File: config.mk
export PLATFORM = sky130hd
export DESIGN_NAME = mac_element
export DESIGN_NICKNAME = d
export VERILOG_FILES = /design/src/rtl/mac_pkg.sv /design/src/rtl/mac_stage.sv /design/src/rtl/mac_mult.sv /design/src/rtl/mac_accum.sv /design/src/rtl/mac_element.sv
export SDC_FILE = /design/constraint.sdc
export NUM_CORES = 1
export LEC_CHECK = 0
export BUFFER_PORTS_ARGS = -buffer_cell sky130_fd_sc_hd__buf_2
export CORE_MARGIN = 3
export CORE_UTILIZATION = 40
export CTS_CLUSTER_DIAMETER = 80
export DETAILED_ROUTE_END_ITERATION = 10
export HOLD_SLACK_MARGIN = 0.06
export SLEW_MARGIN = 5
export SYNTH_ARGS = -nofsm -noshare
export SYNTH_HDL_FRONTEND = slang
export SYNTH_HIERARCHICAL = 1
export SYNTH_SLANG_ARGS = --single-unit
File: constraint.sdc
create_clock -name clk -period 4.7 [get_ports clk]
set_input_delay 0.47 -clock clk [delete_from_list [all_inputs] [get_ports clk]]
set_output_delay 0.47 -clock clk [all_outputs]
set_load 0.01 [all_outputs]
File: src/rtl/mac_pkg.sv
package mac_pkg;

  typedef struct packed {
    logic is_signed;
    logic sub;
    logic load;
  } mac_ctrl_t;

  localparam int CTRL_W = 3;
  localparam int BANK_N = 4;

endpackage

File: src/rtl/mac_stage.sv
module mac_stage #(
  parameter int W  = 8,
  parameter bit EN = 1'b1
) (
  input  logic         clk,
  input  logic         rst_n,
  input  logic         ce,
  input  logic         clr,
  input  logic [W-1:0] d,
  output logic [W-1:0] q
);

  generate
    if (EN) begin : g_reg
      logic [W-1:0] q_r;
      logic [W-1:0] q_nxt;

      always_comb begin
        q_nxt = q_r;
        if (clr)     q_nxt = '0;
        else if (ce) q_nxt = d;
      end

      always_ff @(posedge clk or negedge rst_n) begin
        if (!rst_n) q_r <= '0;
        else        q_r <= q_nxt;
      end

      assign q = q_r;

      assert_stage_hold_R7 : assert property (@(posedge clk) disable iff (!rst_n)
        (!ce && !clr) |=> $stable(q_r));

      assert_stage_clear_R8 : assert property (@(posedge clk) disable iff (!rst_n)
        clr |=> (q_r == '0));
    end else begin : g_wire
      assign q = d;
    end
  endgenerate

endmodule

File: src/rtl/mac_mult.sv
module mac_mult #(
  parameter int A_W = 9,
  parameter int B_W = 9
) (
  input  logic               is_signed,
  input  logic [A_W-1:0]     a,
  input  logic [B_W-1:0]     b,
  output logic [A_W+B_W-1:0] p
);

  localparam int P_W = A_W + B_W;

  logic signed [A_W:0]   a_x;
  logic signed [B_W:0]   b_x;
  logic signed [P_W+1:0] p_full;

  always_comb begin
    a_x    = {is_signed & a[A_W-1], a};
    b_x    = {is_signed & b[B_W-1], b};
    p_full = a_x * b_x;
    p      = p_full[P_W-1:0];
  end

endmodule

File: src/rtl/mac_accum.sv
module mac_accum #(
  parameter int P_W   = 18,
  parameter int GUARD = 16
) (
  input  logic                 clk,
  input  logic                 rst_n,
  input  logic                 ce,
  input  logic                 clr,
  input  mac_pkg::mac_ctrl_t   ctrl,
  input  logic [P_W-1:0]       prod,
  input  logic [P_W+GUARD-1:0] load_val,
  output logic [P_W+GUARD-1:0] acc,
  output logic                 ovf
);

  localparam int ACC_W = P_W + GUARD;
  localparam int MSB   = ACC_W - 1;

  logic [ACC_W-1:0] acc_r, acc_nxt, p_ext;
  logic [ACC_W:0]   sum_ext;
  logic             ovf_r, ovf_nxt, step_ovf;

  always_comb begin
    p_ext = ctrl.is_signed ? {{GUARD{prod[P_W-1]}}, prod} : {{GUARD{1'b0}}, prod};
    if (ctrl.sub) sum_ext = {1'b0, acc_r} - {1'b0, p_ext};
    else          sum_ext = {1'b0, acc_r} + {1'b0, p_ext};

    if (ctrl.is_signed)
      step_ovf = (ctrl.sub ? (acc_r[MSB] != p_ext[MSB]) : (acc_r[MSB] == p_ext[MSB]))
                 && (sum_ext[MSB] != acc_r[MSB]);
    else
      step_ovf = sum_ext[ACC_W];

    acc_nxt = acc_r;
    ovf_nxt = ovf_r;
    if (clr) begin
      acc_nxt = '0;
      ovf_nxt = 1'b0;
    end else if (ce) begin
      if (ctrl.load) begin
        acc_nxt = load_val;
        ovf_nxt = 1'b0;
      end else begin
        acc_nxt = sum_ext[ACC_W-1:0];
        ovf_nxt = ovf_r | step_ovf;
      end
    end
  end

  always_ff @(posedge clk or negedge rst_n) begin
    if (!rst_n) begin
      acc_r <= '0;
      ovf_r <= 1'b0;
    end else begin
      acc_r <= acc_nxt;
      ovf_r <= ovf_nxt;
    end
  end

  assign acc = acc_r;
  assign ovf = ovf_r;

  assert_acc_hold_R7 : assert property (@(posedge clk) disable iff (!rst_n)
    (!ce && !clr) |=> ($stable(acc_r) && $stable(ovf_r)));

  assert_acc_clear_R8 : assert property (@(posedge clk) disable iff (!rst_n)
    clr |=> (acc_r == '0 && !ovf_r));

  assert_load_R4 : assert property (@(posedge clk) disable iff (!rst_n)
    (ce && !clr && ctrl.load) |=> (acc_r == $past(load_val) && !ovf_r));

  assert_ovf_sticky_R5 : assert property (@(posedge clk) disable iff (!rst_n)
    (ovf_r && !clr && !(ce && ctrl.load)) |=> ovf_r);

endmodule

File: src/rtl/mac_element.sv
module mac_element #(
  parameter int A_W          = 9,
  parameter int B_W          = 9,
  parameter int GUARD        = 16,
  parameter bit IN_REG       = 1'b1,
  parameter bit PIPE_REG     = 1'b1,
  parameter int IN_CE_SEL    = 0,
  parameter int PIPE_CE_SEL  = 0,
  parameter int ACC_CE_SEL   = 0,
  parameter int IN_CLR_SEL   = 0,
  parameter int PIPE_CLR_SEL = 0,
  parameter int ACC_CLR_SEL  = 0,
  localparam int P_W   = A_W + B_W,
  localparam int ACC_W = P_W + GUARD
) (
  input  logic             clk,
  input  logic             rst_n,
  input  logic [3:0]       ce_bank,
  input  logic [3:0]       clr_bank,
  input  logic [A_W-1:0]   a_in,
  input  logic [B_W-1:0]   b_in,
  input  logic [A_W-1:0]   a_sin,
  input  logic [B_W-1:0]   b_sin,
  input  logic             a_chain,
  input  logic             b_chain,
  input  logic             is_signed,
  input  logic             sub,
  input  logic             load,
  input  logic [ACC_W-1:0] load_val,
  output logic [A_W-1:0]   a_sout,
  output logic [B_W-1:0]   b_sout,
  output logic [ACC_W-1:0] acc,
  output logic             ovf
);

  import mac_pkg::*;

  localparam int SIDE_W = CTRL_W + ACC_W;

  logic [A_W-1:0]    a_d, a_q;
  logic [B_W-1:0]    b_d, b_q;
  mac_ctrl_t         ctrl_in, ctrl_s1, ctrl_s2;
  logic [ACC_W-1:0]  lv_s1, lv_s2;
  logic [SIDE_W-1:0] side_s1, side_s2;
  logic [P_W-1:0]    prod_s1, prod_s2;
  logic [P_W+SIDE_W-1:0] pipe_q;

  always_comb begin
    a_d     = a_chain ? a_sin : a_in;
    b_d     = b_chain ? b_sin : b_in;
    ctrl_in = '{is_signed: is_signed, sub: sub, load: load};
  end

  mac_stage #(.W(A_W), .EN(IN_REG)) u_a_reg (
    .clk(clk), .rst_n(rst_n), .ce(ce_bank[IN_CE_SEL]), .clr(clr_bank[IN_CLR_SEL]),
    .d(a_d), .q(a_q)
  );

  mac_stage #(.W(B_W), .EN(IN_REG)) u_b_reg (
    .clk(clk), .rst_n(rst_n), .ce(ce_bank[IN_CE_SEL]), .clr(clr_bank[IN_CLR_SEL]),
    .d(b_d), .q(b_q)
  );

  mac_stage #(.W(SIDE_W), .EN(IN_REG)) u_side_in (
    .clk(clk), .rst_n(rst_n), .ce(ce_bank[IN_CE_SEL]), .clr(clr_bank[IN_CLR_SEL]),
    .d({ctrl_in, load_val}), .q(side_s1)
  );

  assign ctrl_s1 = mac_ctrl_t'(side_s1[SIDE_W-1:ACC_W]);
  assign lv_s1   = side_s1[ACC_W-1:0];

  mac_mult #(.A_W(A_W), .B_W(B_W)) u_mult (
    .is_signed(ctrl_s1.is_signed), .a(a_q), .b(b_q), .p(prod_s1)
  );

  mac_stage #(.W(P_W + SIDE_W), .EN(PIPE_REG)) u_pipe (
    .clk(clk), .rst_n(rst_n), .ce(ce_bank[PIPE_CE_SEL]), .clr(clr_bank[PIPE_CLR_SEL]),
    .d({prod_s1, ctrl_s1, lv_s1}), .q(pipe_q)
  );

  assign prod_s2 = pipe_q[P_W+SIDE_W-1:SIDE_W];
  assign side_s2 = pipe_q[SIDE_W-1:0];
  assign ctrl_s2 = mac_ctrl_t'(side_s2[SIDE_W-1:ACC_W]);
  assign lv_s2   = side_s2[ACC_W-1:0];

  mac_accum #(.P_W(P_W), .GUARD(GUARD)) u_accum (
    .clk(clk), .rst_n(rst_n), .ce(ce_bank[ACC_CE_SEL]), .clr(clr_bank[ACC_CLR_SEL]),
    .ctrl(ctrl_s2), .prod(prod_s2), .load_val(lv_s2), .acc(acc), .ovf(ovf)
  );

  assign a_sout = a_q;
  assign b_sout = b_q;

endmodule

# ---- Yosys cells after proc, flatten, opt, wreduce, memory -nomap -nowiden
# Index checks and enable logic that the tools add are counted.
dict set report classes {
  add_sub_neg 2
  mul 1
  n_eq_ne 3
  mux 20
  bitwise 3
  reduce_logical 2
}
# op n
set ops {}
lappend ops {{$mux 34} 4}
lappend ops {{$mux 55} 2}
lappend ops {{$mux 37} 2}
lappend ops {{$mux 9} 6}
lappend ops {{$add 34x34->35} 1}
lappend ops {{$mux 35} 1}
lappend ops {{$sub 34x34->35} 1}
lappend ops {{$mul 10x10->18} 1}
lappend ops {{$mux 1} 5}
lappend ops {{$and 1x1->1} 2}
lappend ops {{$ne 1x1->1} 2}
lappend ops {{$reduce_bool 2->1} 1}
lappend ops {{$eq 1x1->1} 1}
lappend ops {{$logic_and 1x1->1} 1}
lappend ops {{$or 1x1->1} 1}
dict set report word_totals {
  ff_bits 145
  inputBits 85
  out_inout_bits 53
  word_cells 37
}

# ---- Logic depth before layout (Yosys ltp)
# Gate-level depths: netlist of run 1.
dict set report logic_depth {
  depth_word 10
  depth_mapped 20
  depth_no_buf 19
}

# ---- Hierarchy
# Netlist of run 1, hierarchy kept.
# module n_inst cells_per_inst area_per_inst_um2 seq_area_each_um2
set by_module_without_submodules {}
lappend by_module_without_submodules {mac_accum 1 501 3947.5 875.8}
lappend by_module_without_submodules {mac_mult 1 431 3742.3 0.0}
lappend by_module_without_submodules {{mac_stage (u_pipe)} 1 177 2269.7 1376.3}
lappend by_module_without_submodules {{mac_stage (u_side_in)} 1 119 1526.5 925.9}
lappend by_module_without_submodules {{mac_stage (u_a_reg ...)} 2 29 364.1 225.2}
lappend by_module_without_submodules {mac_element 1 20 292.8 0.0}

# ---- Least setup slack after synthesis of run 1
# OpenSTA, ideal clock, no wires.
dict set report synth_timing {
  path_type {reg-to-reg}
  startpoint {register u_a_reg.g_reg.q_r[8], in the netlist u_a_reg/q[8]}
  endpoint {register u_pipe.g_reg.q_r[54], in the netlist u_pipe/q[54]}
  setup_time_ns 0.122
  t_arrival_ns 5.141
  required_ns 4.578
  path_slack_ns -0.562
  path_stages_with_launch 19
  path_buffers 1
  path_cell_list {dfrtp_1 -> clkbuf_1 -> nand3_1 -> inv_1 -> fa_1 -> fa_1 -> fa_1 -> fa_1 -> inv_1 -> fa_1 -> inv_1 -> ha_1 -> a21o_1 -> a2111o_1 -> a21oi_1 -> o31ai_1 -> xnor2_1 -> mux2i_1 -> nor2_1}
}
dict set report synth_via {
  elab_chain_cells 4
}
# item line_no
set synth_lines {}
lappend synth_lines {{start, declared} mac_stage.sv:15} ;# logic [W-1:0] q_r;
lappend synth_lines {{start signal, assigned} mac_stage.sv:26} ;# else q_r <= q_nxt;
lappend synth_lines {{$and 1x1->1} mac_mult.sv:18} ;# a_x = {is_signed & a[A_W-1], a};
lappend synth_lines {{$mul 10x10->18 *} mac_mult.sv:20} ;# p_full = a_x * b_x;
lappend synth_lines {{via prod_s1[17]} mac_element.sv:45} ;# logic [P_W-1:0] prod_s1, prod_s2;
lappend synth_lines {{$mux 55 *} mac_stage.sv:21} ;# else if (ce) q_nxt = d;
lappend synth_lines {{$mux 55 *} mac_stage.sv:20} ;# if (clr) q_nxt = '0;
lappend synth_lines {{end signal, assigned} mac_stage.sv:26}
lappend synth_lines {{end, declared} mac_stage.sv:15}
# Mark *: on every way through the listed nets, which the timed path passes. The rest lies on a longest branch. The select of a mux whose other input is x is not followed.
# A chain may end at the register's enable or synchronous reset.

# ---- Final worst setup path of run 1
dict set report layout_timing {
  startpoint {register u_a_reg.g_reg.q_r[5], in the netlist u_a_reg/q[5]}
  endpoint {register u_pipe.g_reg.q_r[54], in the netlist u_pipe/q[54]}
}
dict set report layout_via {
  elab_chain_cells 3
}
# item line_no
set layout_lines {}
lappend layout_lines {{$mul 10x10->18} mac_mult.sv:20}
lappend layout_lines {{via prod_s1[17]} mac_element.sv:45}
lappend layout_lines {{$mux 55} mac_stage.sv:21}
lappend layout_lines {{$mux 55} mac_stage.sv:20}
# The timed path passes the listed nets, and every way through them passes these cells. The select of a mux whose other input is x is not followed.

==> run summary, run 1 <==
result of the run - complete, but fails checks
failing checks - negative setup slack
CTS Hold Buffers Added - 0
antenna violations before repair - 1
Synth area leader - sky130_fd_sc_hd__dfrtp_1
Die Span X - 183 um
worst slack at placement - -244 ps
peak ir drop on the vdd network - 0.249 mV
number of global-route vias before repair - 9518
startpoint of the most critical register-to-register path - u_a_reg/q[5]
global placement routability congestion - 0.857
largest incremental delay on the critical path - 600 ps
unrepaired setup endpoints after global routing - true
detailed-route wire length - 29.7 mm
CP Data Arrival Time - 5220 ps
Crit Path Class - reg2reg
kind of path behind the tightest hold check - in2async
wire per inst - 15.6 um
gate family responsible for the most delay along the worst path - adder cells
final worst slack - -169 ps
clock input transition at the sequential cells of the worst setup and hold paths - 70 ps
area after detailed placement - 0.0140 mm2
post-route clock skew - 14.2 ps
remaining antenna violation count - 0
simple-gate area share of the yosys netlist - 13.9%
# nets final - 1738
minimum period implied by the final worst setup slack - 4870 ps
post-synth net total - 1554
initial DRC count - 522
total iterations of the first detailed-routing run - 5
Port Buffers - 131
CTS H-tree depth - 4
Total Routing Usage GR - 17.8%
Hold WS - 61.0 ps
DRC violations left - 0
buffer cell driving the clock tree root - sky130_fd_sc_hd__clkbuf_16
maximum clock rate - 205 MHz
main flop type after synthesis - sky130_fd_sc_hd__dfrtp_1
Die Height - 183 um
share of flip-flops with an asynchronous set or reset - 100%
number of vias per cell after detailed routing - 5.09
post-route insts no fill - 1898
crit-path max FO - 7
hpwl dp - 22.4 mm
Mapped Cells - 1306
tightest slew margin relative to the limit - 26.2%
part of the cycle the worst path needs - 104%
count of final max-slew check failures - 0
CP startpoint kind - flop
starting utilization of the core area - 40.8%
Worst R2R Setup Slack - -170 ps
Buffers & Inverters on Critical Path - 2
clock tree from TritonCTS - yes
kind of capture point of the worst setup path - flop
placement row count - 64
areal power density over the cells - 387 mW/mm2
antenna diode count - 0
Seq/Total Area, Yosys - 29.0%
number of library cell types mapped by synthesis - 75
Skew-Pair Late Insertion Delay - 430 ps
CP max-delay cell - sky130_fd_sc_hd__fa_1
I/O pin count - 138
total power of the final layout - 5.77 mW
final count of negative-setup-slack endpoints - 4
slew at the pin closest to its max-slew limit - 1110 ps
compound-gate portion of the synthesized area - 11.2%
portion of netlist area occupied by mux cells - 12.4%
core outline area - 0.0307 mm2
layout-stage area growth over the synthesis result - 19.2%
die area - 0.0334 mm2
share of post-route cells with drive strength above 1 - 24.7%
leakage dissipation - 7.65 nW
number of enable flip-flop cells after synthesis - 0
Critical Path RT - 5050 ps
total stage count of the critical path - 16
Bufs on Longest Clock Path - 2
Fin. Hold Viols - 0
top post-synthesis cells by area - sky130_fd_sc_hd__dfrtp_1 (29%), sky130_fd_sc_hd__fa_1 (13%), sky130_fd_sc_hd__mux2i_1 (10%)
Reg-to-Reg End - u_pipe/q[54]
GRT overflow - 0
Top cell by count, worst path - sky130_fd_sc_hd__fa_1
Inserted Clock Buffers - 17
total instance count after detailed placement - 1850
mean post-synth cell area - 9.58 um2
cells along the critical path - and2_4 -> fa_1 -> fa_1 -> fa_1 -> fa_1 -> inv_1 -> fa_1 -> inv_2 -> ha_4 -> a21o_1 -> a2111o_1 -> a21oi_2 -> o31ai_2 -> xnor2_1 -> mux2i_1 -> nor2_1
Yosys warnings - 6
dominant cell by count in the synthesized netlist - sky130_fd_sc_hd__nor2_1
global-route wire length before repair - 48.9 mm
total of max-cap violations - 0
Synth top area share - 29.0%
total vias in the final route - 9660
post-synthesis xor/xnor area fraction - 4.73%
Synth Area in Adders - 21.3%
synthesis-stage register bit count - 145
pin count of the biggest net entering global routing - 124
largest family of logic cells by synthesized area - adder cells
Clock Sinks - 145
Worst Reg-to-Reg Cells - 16
summed instance area of the synthesized netlist - 0.0125 mm2
finished layout cell area - 0.0149 mm2
list of most frequent post-synthesis cells - sky130_fd_sc_hd__nor2_1 (188), sky130_fd_sc_hd__dfrtp_1 (145), sky130_fd_sc_hd__inv_1 (129), sky130_fd_sc_hd__mux2i_1 (127), sky130_fd_sc_hd__fa_1 (83)
## worst max path at each step
| stage | from | to | slack (ps) |
|---|---|---|---|
| 4_1_cts | u_a_reg/q[5] | u_pipe/q[54] | -110 |
| 2_1_floorplan | u_b_reg/q[8] | u_pipe/q[54] | -30 |
| 3_5_place_dp | u_side_in/q[36] | u_pipe/q[53] | -240 |
| 5_1_grt | u_a_reg/q[8] | u_pipe/q[54] | -390 |
| 6_report | u_a_reg/q[5] | u_pipe/q[54] | -170 |
| 3_3_place_gp | u_b_reg/q[5] | u_pipe/q[54] | -170 |
## through the flow
stage | utilization (%) | setup TNS, ps
global placement | 45.6 | -683
global route | 48.6 | -1620
floorplan | - | -28.5
CTS | 47.9 | -404
finish | 48.6 | -434
detailed placement | 45.6 | -1100
## registers in the layout, summed over array words and instances (netlist names)
register	count
u_a_reg/q	9
u_accum/acc	34
u_accum/ovf	1
u_b_reg/q	9
u_pipe/q	55
u_side_in/q	37
## cells by family after synthesis
| logic type | count (synthesis) |
|---|---|
| XOR/XNOR | 66 |
| AO/OA/AOI/OAI | 203 |
| AND/OR/NAND/NOR | 386 |
| flip-flops | 145 |
| buffers and inverters | 197 |
| multiplexers | 146 |
| adder cells (fa/ha/maj) | 163 |
## report_power, final
| part | switching [mW] | internal (mW) |
|---|---|---|
| logic | 1.57 | 1.26 |
| clock network | 0.565 | 0.814 |
| registers | 0.173 | 1.39 |
## cell usage in the layout (no fill, tap or decap), types with 10 or more instances in the layout
master,netlist,layout
sky130_fd_sc_hd__a21oi_1,52,49
sky130_fd_sc_hd__mux2i_1,127,127
sky130_fd_sc_hd__buf_4,0,93
sky130_fd_sc_hd__ha_1,80,71
sky130_fd_sc_hd__xor2_1,20,20
sky130_fd_sc_hd__clkbuf_16,0,17
sky130_fd_sc_hd__nand3_1,13,10
sky130_fd_sc_hd__o21ai_0,32,28
sky130_fd_sc_hd__inv_1,129,120
sky130_fd_sc_hd__o211ai_1,18,18
sky130_fd_sc_hd__xnor2_1,45,44
sky130_fd_sc_hd__a211oi_1,14,14
sky130_fd_sc_hd__nand2_1,82,76
sky130_fd_sc_hd__and2_1,45,40
sky130_fd_sc_hd__fa_1,83,78
sky130_fd_sc_hd__inv_2,1,10
sky130_fd_sc_hd__a31oi_1,17,17
sky130_fd_sc_hd__nor3_1,12,10
sky130_fd_sc_hd__dfrtp_2,0,16
sky130_fd_sc_hd__mux2_4,18,18
sky130_fd_sc_hd__dfrtp_1,145,129
sky130_fd_sc_hd__nor2_1,188,188
sky130_fd_sc_hd__a21o_1,14,14
sky130_fd_sc_hd__buf_2,5,129
## timing repair
item / in CTS / in global routing
gates cloned: 0 / 0
pin swaps: 13 / 22
buffers inserted: 8 / 10
gates resized for setup: 33 / 34
endpoints found under the setup margin: 7 / 12
## cell type report
cell class / count / area, um2
Fill cell: 2908 / 15800
Multi-Input combinational cell: 964 / 8230
Sequential cell: 145 / 3650
Timing Repair Buffer: 232 / 1460
Tap cell: 396 / 495
Inverter: 130 / 488
Clock buffer: 21 / 460
Clock inverter: 10 / 128
## layer usage
layer | wire length [um] | global-route usage, % | part of all wire [%]
met4 | 182 | 2.36 | 0.61
met5 | 13 | 0 | 0.044
met2 | 14300 | 29.8 | 48
met1 | 14100 | 25.3 | 48
met3 | 1090 | 2.62 | 3.7
(Power assumes the default switching activity.)
==> run 2: changes to the inputs <==
--- a/config.mk
+++ b/config.mk
@@ -9,9 +9,10 @@
 export CORE_MARGIN = 3
 export CORE_UTILIZATION = 40
 export CTS_CLUSTER_DIAMETER = 80
+export CTS_CLUSTER_SIZE = 12
 export DETAILED_ROUTE_END_ITERATION = 10
 export HOLD_SLACK_MARGIN = 0.06
-export SLEW_MARGIN = 5
+export SLEW_MARGIN = 20
 export SYNTH_ARGS = -nofsm -noshare
 export SYNTH_HDL_FRONTEND = slang
 export SYNTH_HIERARCHICAL = 1
==> constraint.sdc (replaced) <==
create_clock -name clk -period 4.7 [get_ports clk]
set_input_delay 0.47 -clock clk [delete_from_list [all_inputs] [get_ports clk]]
set_output_delay 0.47 -clock clk [all_outputs]
set_load 0.1 [all_outputs]
==> run 2 against run 1 <==
  * The flow still finishes with violations (negative setup slack)
  * Die area unchanged
  * Hold slack improved by 110 ps
  * Cell area down 0.39%
  * Core utilization shrank 0.19 points
  * Non-clock buffer count shrank 13
  * Combinational power rose by 24%
  * Via count is 0.16% higher
==> run summary, run 2 (synthesis gave the netlist of run 1 again) <==
result of the run - complete, but fails checks (unchanged)
failing checks - negative setup slack (unchanged)
unrepaired setup endpoints after global routing - true (unchanged)
CP max-delay cell - sky130_fd_sc_hd__fa_1 (unchanged)
Port Buffers - 131 (unchanged)
CP startpoint kind - flop (unchanged)
Reg-to-Reg End - u_pipe/q[54] (unchanged)
final count of negative-setup-slack endpoints - 5 (was 4)
pin count of the biggest net entering global routing - 107 (was 124)
buffer cell driving the clock tree root - sky130_fd_sc_hd__clkbuf_16 (unchanged)
Critical Path RT - 5060 ps (was 5050 ps)
final worst slack - -88.2 ps (was -169 ps)
peak ir drop on the vdd network - 0.280 mV (was 0.249 mV)
Finished Core Util - 48.4% (was 48.6%)
maximum clock rate - 209 MHz (was 205 MHz)
minimum period implied by the final worst setup slack - 4790 ps (was 4870 ps)
placement row count - 64 (unchanged)
Total Routing Usage GR - 18.5% (was 17.8%)
core outline area - 0.0307 mm2 (unchanged)
Worst R2R Setup Slack - -90 ps (was -170 ps)
share of total power in the clock network - 21.9% (was 23.9%)
number of vias per cell after detailed routing - 5.13 (was 5.09)
total of max-cap violations - 0 (unchanged)
kind of path behind the tightest hold check - in2async (unchanged)
die area - 0.0334 mm2 (unchanged)
Fin. Hold Viols - 0 (unchanged)
global placement routability congestion - 0.886 (was 0.857)
Skew-Pair Late Insertion Delay - 440 ps (was 430 ps)
Fillers - 2896 (was 2908)
NetSw - 3.07 mW (was 2.30 mW)
cells along the critical path - nand3_2 -> fa_1 -> inv_2 -> fa_1 -> fa_1 -> fa_1 -> inv_1 -> fa_1 -> inv_1 -> ha_4 -> a2111o_1 -> a21oi_2 -> o31ai_2 -> xnor2_1 -> mux2i_1 -> nor2_1 (was and2_4 -> fa_1 -> fa_1 -> fa_1 -> fa_1 -> inv_1 -> fa_1 -> inv_2 -> ha_4 -> a21o_1 -> a2111o_1 -> a21oi_2 -> o31ai_2 -> xnor2_1 -> mux2i_1 -> nor2_1)
antenna violations before repair - 0 (was 1)
Cell Int Power - 3.43 mW (was 3.47 mW)
Hold WS - 176 ps (was 61.0 ps)
part of the cycle the worst path needs - 102% (was 104%)
clock input transition at the sequential cells of the worst setup and hold paths - 70 ps (about the same)
slew at the pin closest to its max-slew limit - 966 ps (was 1110 ps)
Top cell by count, worst path - sky130_fd_sc_hd__fa_1 (unchanged)
crit-path max FO - 7 (unchanged)
Clock Sinks - 145 (unchanged)
hpwl dp - 22.9 mm (was 22.4 mm)
startpoint of the most critical register-to-register path - u_side_in/q[36] (was u_a_reg/q[5])
tightest slew margin relative to the limit - 35.6% (was 26.2%)
clock tree from TritonCTS - yes (unchanged)
portion of total power attributed to sequential cells - 24.2% (was 27.1%)
CTS Hold Buffers Added - 0 (unchanged)
kind of capture point of the worst setup path - flop (unchanged)
detailed-route wire length - 30.3 mm (was 29.7 mm)
Bufs on Longest Clock Path - 2 (unchanged)
CTS H-tree depth - 4 (unchanged)
wire per inst - 16.1 um (was 15.6 um)
Crit Path Class - reg2reg (unchanged)
post-route clock skew - 9.27 ps (was 14.2 ps)
initial DRC count - 522 (unchanged)
Die Span X - 183 um (unchanged)
GRT overflow - 0 (unchanged)
leakage dissipation - 7.59 nW (was 7.65 nW)
max FFs per register - 55 (unchanged)
most common cell after layout, fill and taps aside - sky130_fd_sc_hd__nor2_1 (unchanged)
areal power density over the cells - 438 mW/mm2 (was 387 mW/mm2)
DRC violations left - 0 (unchanged)
share of post-route cells with drive strength above 1 - 24.5% (was 24.7%)
portion of total power attributed to combinational logic - 54.0% (was 49.0%)
largest incremental delay on the critical path - 590 ps (was 600 ps)
count of final max-slew check failures - 0 (unchanged)
Die Height - 183 um (unchanged)
Worst Reg-to-Reg Cells - 16 (unchanged)
switching part of the total power - 47.2% (was 39.9%)
total iterations of the first detailed-routing run - 5 (unchanged)
antenna diode count - 0 (unchanged)
layout-stage area growth over the synthesis result - 18.7% (was 19.2%)
area after detailed placement - 0.0140 mm2 (about the same)
starting utilization of the core area - 40.8% (unchanged)
commonest cells after routing, fill and taps aside - sky130_fd_sc_hd__nor2_1 (186), sky130_fd_sc_hd__buf_2 (128), sky130_fd_sc_hd__mux2i_1 (127) (was sky130_fd_sc_hd__nor2_1 (188), sky130_fd_sc_hd__buf_2 (129), sky130_fd_sc_hd__dfrtp_1 (129))
finished layout cell area - 0.0148 mm2 (was 0.0149 mm2)
global-route wire length before repair - 50.8 mm (was 48.9 mm)
CP Data Arrival Time - 5150 ps (was 5220 ps)
Inserted Clock Buffers - 17 (unchanged)
# nets final - 1725 (was 1738)
total vias in the final route - 9675 (was 9660)
number of global-route vias before repair - 9760 (was 9518)
I/O pin count - 138 (unchanged)
remaining antenna violation count - 0 (unchanged)
run 2: cell types whose count changed in the layout (fill, tap and decap cells not counted), sizes merged:
cell      change
clkinv        +2
buf          -13
clkbuf        -3
inv           +6
clkinvlp      -4
run 2: final cells by class:
cell class | count | area [um2] | area share [%]
Multi-Input combinational cell | 964 | 8230 | 55.4
Sequential cell | 145 | 3690 | 24.8
Timing Repair Buffer | 219 | 1350 | 9.06
Tap cell | 396 | 495 | 3.34
Inverter | 130 | 488 | 3.29
Clock buffer | 18 | 429 | 2.89
Clock inverter | 14 | 174 | 1.17
run 2: metal layers:
metal  up-vias  track usage, %  routed length, um  share of wire [%]
li1       4731               -                  -                  -
met1      4713            26.8              15100                 50
met2       204            29.4              13700                 45
met3        27            3.37               1180                3.9
met4         0            3.39                310                1.0
met5         -               0                  0                  0
run 2: power by group through the flow:
stage	logic [mW]	clock network (mW)	registers, mW
floorplan	2.05	0	2.26
global placement	3.38	0	1.60
detailed placement	3.42	0	1.60
CTS	3.46	1.45	1.57
global route	3.83	1.50	1.59
finish	3.51	1.42	1.57
run 2: stage by stage:
step           setup WS (ps)  total power [mW]  TNS [ps]  cells
6_report               -88.2              6.51      -244   1886
3_5_place_dp            -204              5.02      -744   1837
5_1_grt                 -306              6.93     -1630   1886
2_1_floorplan           -215              4.30      -736   1306
3_3_place_gp            -147              4.98      -454   1837
4_1_cts                -61.4              6.48      -252   1883
run 2: how the worst max path moves through the flow:
| stage | cells after the start | to | from | slack (ps) |
|---|---|---|---|---|
| floorplan | 19 | u_pipe/q[54] | u_b_reg/q[8] | -220 |
| CTS | 16 | u_pipe/q[54] | u_b_reg/q[6] | -60 |
| detailed placement | 16 | u_pipe/q[54] | u_side_in/q[36] | -200 |
| global placement | 17 | u_pipe/q[54] | u_side_in/q[36] | -150 |
| finish | 16 | u_pipe/q[54] | u_side_in/q[36] | -90 |
| global route | 20 | u_pipe/q[49] | u_a_reg/q[5] | -310 |
run 2: timing repair:
| action | CTS | global route |
|---|---|---|
| pin swaps | 15 | 13 |
| setup buffers | 14 | 3 |
| resized for setup | 22 | 19 |
| setup endpoints to repair | 6 | 11 |
run 2: critical path: cells and delay by family, from the launching register on:
kind            cells  cell delay [ps]
compound gates      3              670
simple gates        2              290
mux                 1               90
xor+xnor            1              170
buf+inv             3              200
fa+ha+maj           6             2780
flops               1              500
==> run 3: changes to the inputs <==
==> constraint.sdc (replaced) <==
create_clock -name clk -period 5.8 [get_ports clk]
set_input_delay 0.58 -clock clk [delete_from_list [all_inputs] [get_ports clk]]
set_output_delay 0.58 -clock clk [all_outputs]
set_load 0.1 [all_outputs]
==> run 3 against run 2 <==
  * Cell area shrank 6.2%
  * Die area unchanged
  * Clock power fell by 21%
  * Routed wire length fell by 5.3%
  * Largest power group unchanged
  * Critical path depth is 2 higher
  * The run now ends clean
  * Flip-flop and latch count unchanged
  * Total power fell by 22%
  * Count of clock-buffer cells in the layout decreased by 1
  * Maximum frequency decreased by 11%
  * Final cell count decreased by 3.9%
  * Sequential power decreased by 20%
==> run summary, run 3 (synthesis gave the netlist of run 1 again) <==
clock tree from TritonCTS - yes (unchanged)
wire per inst - 15.8 um (was 16.1 um)
Port Buffers - 131 (unchanged)
I/O pin count - 138 (unchanged)
antenna violations before repair - 0 (unchanged)
areal power density over the cells - 366 mW/mm2 (was 438 mW/mm2)
Fillers - 2966 (was 2896)
Buffers & Inverters on Critical Path - 3 (unchanged)
count of instances resized after the clock tree is built - 0 (was 22)
maximum clock rate - 185 MHz (was 209 MHz)
portion of total power attributed to combinational logic - 53.4% (was 54.0%)
NetSw - 2.43 mW (was 3.07 mW)
Fin. Hold Viols - 0 (unchanged)
result of the run - complete, no violations (was complete, but fails checks)
count of final max-slew check failures - 0 (unchanged)
number of global-route vias before repair - 9698 (was 9760)
post-route clock skew - 15.5 ps (was 9.27 ps)
share of total power in the clock network - 21.9% (about the same)
CP Data Arrival Time - 5760 ps (was 5150 ps)
detailed-route wire length - 28.7 mm (was 30.3 mm)
placement row count - 64 (unchanged)
number of vias per cell after detailed routing - 5.12 (was 5.13)
initial DRC count - 462 (was 522)
tightest slew margin relative to the limit - 40.3% (was 35.6%)
Total Routing Usage GR - 17.7% (was 18.5%)
Post-CTS Setup Bufs - 0 (was 14)
switching part of the total power - 47.7% (was 47.2%)
Inserted Clock Buffers - 17 (unchanged)
Skew-Pair Late Insertion Delay - 430 ps (was 440 ps)
CP max-delay cell - sky130_fd_sc_hd__fa_1 (unchanged)
layout-stage area growth over the synthesis result - 11.4% (was 18.7%)
leakage dissipation - 7.19 nW (was 7.59 nW)
gate family responsible for the most delay along the worst path - adder cells (unchanged)
Die Height - 183 um (unchanged)
total of max-cap violations - 0 (unchanged)
peak ir drop on the vdd network - 0.274 mV (was 0.280 mV)
total instance count after detailed placement - 1780 (was 1837)
starting utilization of the core area - 40.8% (unchanged)
total iterations of the first detailed-routing run - 5 (unchanged)
Top cell by count, worst path - sky130_fd_sc_hd__fa_1 (unchanged)
worst slack at placement - 418 ps (was -204 ps)
clock input transition at the sequential cells of the worst setup and hold paths - 70 ps (about the same)
Crit Path Class - reg2reg (unchanged)
area taken by multi-input logic gates - 0.00794 mm2 (was 0.00823 mm2)
CP startpoint kind - flop (unchanged)
Clock Sinks - 145 (unchanged)
Finished Core Util - 45.4% (was 48.4%)
core outline area - 0.0307 mm2 (unchanged)
kind of capture point of the worst setup path - flop (unchanged)
cells along the critical path - nand2_1 -> or2_2 -> fa_1 -> fa_1 -> inv_1 -> fa_1 -> fa_1 -> inv_1 -> fa_1 -> inv_1 -> ha_1 -> o21ai_0 -> a21oi_1 -> a21oi_1 -> o31ai_1 -> xnor2_1 -> mux2i_1 -> nor2_1 (was nand3_2 -> fa_1 -> inv_2 -> fa_1 -> fa_1 -> fa_1 -> inv_1 -> fa_1 -> inv_1 -> ha_4 -> a2111o_1 -> a21oi_2 -> o31ai_2 -> xnor2_1 -> mux2i_1 -> nor2_1)
global placement routability congestion - 0.875 (was 0.886)
unrepaired setup endpoints after global routing - false (was true)
die area - 0.0334 mm2 (unchanged)
total stage count of the critical path - 18 (was 16)
total vias in the final route - 9285 (was 9675)
largest incremental delay on the critical path - 540 ps (was 590 ps)
buffer cell driving the clock tree root - sky130_fd_sc_hd__clkbuf_16 (unchanged)
commonest cells after routing, fill and taps aside - sky130_fd_sc_hd__nor2_1 (188), sky130_fd_sc_hd__dfrtp_1 (143), sky130_fd_sc_hd__inv_1 (129) (was sky130_fd_sc_hd__nor2_1 (186), sky130_fd_sc_hd__buf_2 (128), sky130_fd_sc_hd__mux2i_1 (127))
Cell Int Power - 2.67 mW (was 3.43 mW)
area after detailed placement - 0.0133 mm2 (was 0.0140 mm2)
share of post-route cells with drive strength above 1 - 15.5% (was 24.5%)
final count of negative-setup-slack endpoints - 0 (was 5)
CTS H-tree depth - 4 (unchanged)
global-route wire length before repair - 49.0 mm (was 50.8 mm)
Worst Reg-to-Reg Cells - 18 (was 16)
portion of total power attributed to sequential cells - 24.7% (was 24.2%)
setup TNS after final layout - 0 ps (was -244 ps)
post-route insts no fill - 1812 (was 1886)
CTS Hold Buffers Added - 0 (unchanged)
kind of path behind the tightest hold check - in2async (unchanged)
hpwl dp - 21.3 mm (was 22.9 mm)
# nets final - 1651 (was 1725)
part of the cycle the worst path needs - 93.3% (was 102%)
pin count of the biggest net entering global routing - 105 (was 107)
DRC violations left - 0 (unchanged)
Hold WS - 233 ps (was 176 ps)
final worst slack - 391 ps (was -88.2 ps)
remaining antenna violation count - 0 (unchanged)
total power of the final layout - 5.11 mW (was 6.51 mW)
FF/Latch Area - 0.00363 mm2 (was 0.00369 mm2)
finished layout cell area - 0.0139 mm2 (was 0.0148 mm2)
GRT overflow - 0 (unchanged)
max FFs per register - 55 (unchanged)
antenna diode count - 0 (unchanged)
Critical Path RT - 6150 ps (was 5060 ps)
crit-path max FO - 11 (was 7)
Die Span X - 183 um (unchanged)
minimum period implied by the final worst setup slack - 5410 ps (was 4790 ps)
most common cell after layout, fill and taps aside - sky130_fd_sc_hd__nor2_1 (unchanged)
Bufs on Longest Clock Path - 2 (unchanged)
slew at the pin closest to its max-slew limit - 895 ps (was 966 ps)
==> run 3: power by group through the flow <==
stage / Sequential (mW) / Clock (mW) / Combinational, mW
after CTS: 1.26 / 1.15 / 2.72
after global placement: 1.28 / 0 / 2.68
after floorplan: 1.82 / 0 / 1.63
final: 1.26 / 1.12 / 2.73
after global routing: 1.28 / 1.20 / 3.00
after detailed placement: 1.28 / 0 / 2.71
==> run 3: path summary, 6_finish.rpt <==
check                                start               to  slack, ps
setup / recovery           u_side_in/q[36]     u_pipe/q[54]        390
hold / removal                       rst_n  u_side_in/q[30]        230
setup reg to reg           u_side_in/q[36]     u_pipe/q[54]        390
hold reg to reg               u_pipe/q[21]     u_pipe/q[21]        520
max in group asynchronous            rst_n     u_pipe/q[36]       4340
min in group clk              load_val[18]  u_side_in/q[18]        390
==> run 3: layout make-up <==
type / instances / share of cell area, %
repair buffers: 145 / 5.68
clock buffers: 17 / 3.05
multi-input cells: 964 / 57.0
flip-flops and latches: 145 / 26.1
well taps: 396 / 3.56
inverters: 130 / 3.50
clock inverters: 15 / 1.14
==> run 3: worst reg2reg max path: stages (launching register included) <==
cell and delay (ps):
sky130_fd_sc_hd__dfrtp_1 530, sky130_fd_sc_hd__nand2_1 250, sky130_fd_sc_hd__or2_2 340, sky130_fd_sc_hd__fa_1 460, sky130_fd_sc_hd__fa_1 540, sky130_fd_sc_hd__inv_1 50, sky130_fd_sc_hd__fa_1 500, sky130_fd_sc_hd__fa_1 540
sky130_fd_sc_hd__inv_1 50, sky130_fd_sc_hd__fa_1 520, sky130_fd_sc_hd__inv_1 40, sky130_fd_sc_hd__ha_1 310, sky130_fd_sc_hd__o21ai_0 120, sky130_fd_sc_hd__a21oi_1 220, sky130_fd_sc_hd__a21oi_1 130, sky130_fd_sc_hd__o31ai_1 320
sky130_fd_sc_hd__xnor2_1 180, sky130_fd_sc_hd__mux2i_1 100, sky130_fd_sc_hd__nor2_1 100
==> run 3: per-layer routing <==
metal,up-vias,routed length [um],GRT usage (%)
met5,-,0,0
met4,0,346,3.27
met3,22,1180,3.09
met2,173,13700,29.7
met1,4499,13400,24.3
li1,4591,-,-
